`src/rtl/mains_step_driver.sv`:
```
module mains_step_driver #(
  parameter int unsigned DEB_CYCLES   = 50000,
  parameter int unsigned PULSE_CYCLES = 1500000,
  parameter int unsigned LO_MOD       = 10,
  parameter int unsigned HI_MOD       = 10
) (
  input  logic clk,
  input  logic rst,
  input  logic mains_pulse,
  output logic coil_a,
  output logic coil_b,
  output logic tick
);
  localparam int DW = (DEB_CYCLES > 1) ? $clog2(DEB_CYCLES) : 1;
  localparam int PW = $clog2(PULSE_CYCLES + 1);
  localparam int LW = $clog2(LO_MOD);
  localparam int HW = $clog2(HI_MOD);
  localparam logic [DW-1:0] DEB_LAST = DW'(DEB_CYCLES - 1);
  localparam logic [PW-1:0] PW_LOAD  = PW'(PULSE_CYCLES);
  localparam logic [LW-1:0] LO_LAST  = LW'(LO_MOD - 1);
  localparam logic [HW-1:0] HI_LAST  = HW'(HI_MOD - 1);
  localparam logic [HW-1:0] HI_HALF  = HW'(HI_MOD / 2);

  logic          sync1, sync2, filt, filt_d, phase;
  logic [DW-1:0] deb_cnt;
  logic [LW-1:0] lo_cnt;
  logic [HW-1:0] hi_cnt;
  logic [PW-1:0] pw_cnt;
  logic          rise, lo_wrap, wrap, drive;

  always_ff @(posedge clk) begin
    if (rst) begin
      sync1   <= 1'b0;
      sync2   <= 1'b0;
      filt    <= 1'b0;
      filt_d  <= 1'b0;
      deb_cnt <= '0;
    end else begin
      sync1  <= mains_pulse;
      sync2  <= sync1;
      filt_d <= filt;
      if (sync2 == filt) begin
        deb_cnt <= '0;
      end else if (deb_cnt == DEB_LAST) begin
        filt    <= sync2;
        deb_cnt <= '0;
      end else begin
        deb_cnt <= deb_cnt + 1'b1;
      end
    end
  end

  assign rise    = filt & ~filt_d;
  assign lo_wrap = rise && (lo_cnt == LO_LAST);
  assign wrap    = lo_wrap && (hi_cnt == HI_LAST);

  always_ff @(posedge clk) begin
    if (rst) begin
      lo_cnt <= '0;
      hi_cnt <= '0;
      phase  <= 1'b0;
      tick   <= 1'b0;
      pw_cnt <= '0;
    end else begin
      tick <= wrap;
      if (rise) lo_cnt <= lo_wrap ? '0 : lo_cnt + 1'b1;
      if (lo_wrap) hi_cnt <= wrap ? '0 : hi_cnt + 1'b1;
      if (wrap) begin
        phase  <= ~phase;
        pw_cnt <= PW_LOAD;
      end else if (pw_cnt != '0) begin
        pw_cnt <= pw_cnt - 1'b1;
      end
    end
  end

  assign drive  = (pw_cnt != '0) && (hi_cnt < HI_HALF);
  assign coil_a = drive & phase;
  assign coil_b = drive & ~phase;

  AST_FILT_HELD: assert property (@(posedge clk) disable iff (rst)
    (filt != $past(filt)) |-> ($past(sync2) == filt));
  AST_LO_RANGE: assert property (@(posedge clk) disable iff (rst)
    lo_cnt <= LO_LAST);
  AST_HI_ON_CARRY: assert property (@(posedge clk) disable iff (rst)
    (hi_cnt != $past(hi_cnt)) |-> ($past(rise) && $past(lo_cnt) == LO_LAST));
  AST_TICK_SINGLE: assert property (@(posedge clk) disable iff (rst)
    tick |=> !tick);
  AST_COIL_START: assert property (@(posedge clk) disable iff (rst)
    ($rose(coil_a) || $rose(coil_b)) |-> tick);
endmodule

```
`config.mk`:
```
export PLATFORM = sky130hd
export DESIGN_NAME = mains_step_driver
export DESIGN_NICKNAME = d
export VERILOG_FILES = /design/src/rtl/mains_step_driver.sv
export SDC_FILE = /design/constraint.sdc
export NUM_CORES = 1
export LEC_CHECK = 0
export CAP_MARGIN = 10
export CORE_ASPECT_RATIO = 1.4
export CORE_UTILIZATION = 30
export DETAILED_ROUTE_END_ITERATION = 16
export DONT_BUFFER_PORTS = 1
export PLACE_DENSITY_LB_ADDON = 0.12
export SLEW_MARGIN = 20
export SYNTH_ARGS = -nofsm -noshare
export SYNTH_HDL_FRONTEND = slang
export SYNTH_SLANG_ARGS = --single-unit
```
`constraint.sdc`:
```
create_clock -name clk -period 2.9 [get_ports clk]
set_input_delay 0.29 -clock clk [delete_from_list [all_inputs] [get_ports clk]]
set_output_delay 0.29 -clock clk [all_outputs]
set_load 0.02 [all_outputs]
```
==> out/metrics.cfg <==
[synth]
synth_top_cell_by_area=dfxtp_1
synth.top_cell.area_share_pct=41.4
netlist_instances=280
ys_seq_area_share_pct=41.4
ys_types=45
synth-seq-cells=51
synth-edff-count=0
synth_flop_cell=dfxtp_1
yosys_warnings=0
ys_async_sr_fraction_pct=0
synth_area_leaders=dfxtp_1 41%, xor2_1 5.0%, nor2_1 4.3%
syn_area_um2=2470
synth_area_per_cell_um2=8.82
syn-num-nets=290

[power_and_ir_drop]
vdd_drop_max_mv=0.487
combPwrFrac_pct=46.5
p_seq_share_pct=36.1
switchingPower_mw=1.03
pwr_density_cell_nw_per_um2=951
p_leak_nw=0.938
clkPwrFrac_pct=17.4
p_sw_share_pct=40.3
p_int_mw=1.53

[sta]
tns_ps=0
period_share_pct=89.3
min_period_ps=2590
setup_violations=0
clock_skew_ps=14.2
tightest_slew_ps=843
slew_violations=0
finalHoldViolCount=0
rsz0062_at_grt=false
slew-limit-headroom_pct=43.8
clock.fmax_mhz=386

[clock_network]
clock-sinks=51
numCtsBuffers=5
post-cts-setup-buffers=0
clk_latency_ps=310
cts_resized=0
cts_tree=built
root_buffer=clkbuf_8
clockBufferDepth=2
clk_pin_slew_ps=100
cts_hold_buf=0
htreeDepth=2

[drt]
vias=2008
drc=0
detail_route.vias_per_cell=5.24
drt_iter0_drc=91
antenna_left=0
wl_um=5360
detail_route.wl_per_cell_um=14.0
drt_first_pass_iters=4

[setup_path]
crit_fanout=6
critPathKind=reg2out
worst-path-buf-inv=0
critPathTopFamily=simple AND/OR/NAND/NOR gates
critical_path_required_ps=2610
crit_path_cell_trace=or4_1 > or4_1 > o21ai_0 > nor2_1
cp_slowest_cell=or4_1
critPathLaunchType=flip-flop
cpMostUsedCell=or4_1
max_stage_delay_ps=660
arrival_ps=2300
cp-end-kind=output port

[grt]
first_global_vias=2003
grt_antenna_before_repair=0
grt_max_degree=25
grt_pass1_wl_um=9360
grt_use_total_pct=14.0
overflow=0

[floorplan]
fp.dieW_um=78.7
core_um2=7850
io_pins=6
start_util_pct=31.5
rows=38
die-area_um2=8600
die_y_um=109

[flow_run]
cap_violations=0

[finish]
drive_above_1_share_pct=8.13
fin_nets=292
fillCellCount=842
areaGrowthSynthToFinish_pct=8.92
design_area_um2=2690
diodes=0

[placement]
dpl-instance-area_um2=2590
io_buffers=0
gp_congestion=0.738
dpl.hpwl_um=3790

[outcome]
status=finished, final reports clean

[hold_path]
hold_path_class=in2reg

flip-flops by register name (all words and copies together), names as in the netlist:
register and flops:
lo_cnt 4, sync1 1, sync2 1, filt_d 1, filt 1, pw_cnt 21
phase 1, hi_cnt 4, deb_cnt 16, tick 1
kinds of logic after synthesis:
| group | count (synthesis) | synth area share [%] |
|---|---|---|
| adder cells (fa/ha/maj) | 7 | 3.55 |
| multiplexers | 4 | 1.62 |
| buffers and inverters | 20 | 3.04 |
| flip-flops | 51 | 41.4 |
| AND/OR/NAND/NOR | 129 | 30.8 |
| XOR/XNOR | 21 | 7.45 |
| AO/OA/AOI/OAI | 48 | 12.2 |
power by group through the flow:
stage / clock, mW / combinational, mW / sequential (mW)
after floorplan: 0 / 0.888 / 0.907
after global placement: 0 / 1.20 / 0.939
after detailed placement: 0 / 1.19 / 0.939
after CTS: 0.466 / 1.20 / 0.923
after global routing: 0.503 / 1.32 / 0.947
final: 0.445 / 1.19 / 0.923
synthesized netlist by cell type, types with 4 or more instances:
library cell  number
inv_1             10
or4_1              9
a21oi_1           14
o31ai_1            4
nor3_1             8
or2_2              4
mux2i_1            4
nand3_1            8
xnor2_1            7
nand4_1            8
nor2b_1            5
dfxtp_1           51
ha_1               7
and4_1             4
nand2b_1           6
or3_1              8
o21ai_0           10
clkbuf_1          10
a31oi_1            8
nor2_1            28
nand2_1           16
and3_1             4
xor2_1            14
worst register-to-register path: cells and delay by family (launching register included):
kind                       cells  cell delay [ps]
and+or+nand+nor                3             1560
adders and majority gates      1              220
AOI/OAI and AO/OA              1              160
DFF                            1              340
buffers and inverters          1               80
final cells by class:
class	instances	area [um2]	area share (%)
clock buffers	7	86.3	3.21
clock inverters	1	8.76	0.326
inverters	10	37.5	1.40
multi-input cells	209	1370	51.0
flip-flops and latches	51	1020	38.0
well taps	100	125	4.65
repair buffers	5	37.5	1.40
worst paths after layout:
path	slack (ps)	cells after the start	end	start
max	310	4	coil_b	pw_cnt[17]
min	30	1	pw_cnt[18]	rst
max reg2reg	480	6	pw_cnt[18]	pw_cnt[0]
min reg2reg	450	1	sync2	sync1
cell usage in the layout, fill, tap and decap left out, types with 2 or more instances in the layout:
cell / instances
a31oi_1: 8
or4_1: 9
ha_1: 7
and3_1: 4
mux2i_1: 4
xnor2_1: 7
nor4_1: 3
or2_2: 4
buf_4: 5
or4_4: 2
o21ai_0: 10
o31ai_1: 4
a2111oi_0: 3
clkbuf_8: 6
nor2_1: 28
nor4bb_1: 2
a21oi_1: 14
nor3_1: 8
inv_1: 10
nand3_1: 8
nand2b_1: 6
nand2_1: 16
xor2_1: 14
nand4_1: 8
or3_1: 8
and2_1: 3
a211oi_1: 2
and4_1: 4
nor2b_1: 5
dfxtp_1: 51
nor4b_1: 3
per-stage QoR:
step | total power [mW] | cells | setup slack (ps) | utilization (%) | hold WS [ps]
after global routing | 2.77 | 383 | 149 | 34.3 | 6.90
final | 2.56 | 383 | 309 | 34.3 | 28.7
after global placement | 2.14 | 375 | 555 | 33.1 | 362
after detailed placement | 2.12 | 375 | 505 | 33.1 | 365
after CTS | 2.58 | 383 | 298 | 34.3 | 26.3
after floorplan | 1.79 | 280 | 634 | - | 414
layer usage:
layer	share of wire (%)	track usage [%]	vias up
met2	49	24.5	28
met5	0	0	-
li1	-	-	1020
met1	46	16.7	952
met3	2.8	2.99	8
met4	1.9	5.03	0
No activity file was read; power rests on OpenSTA's default activity.
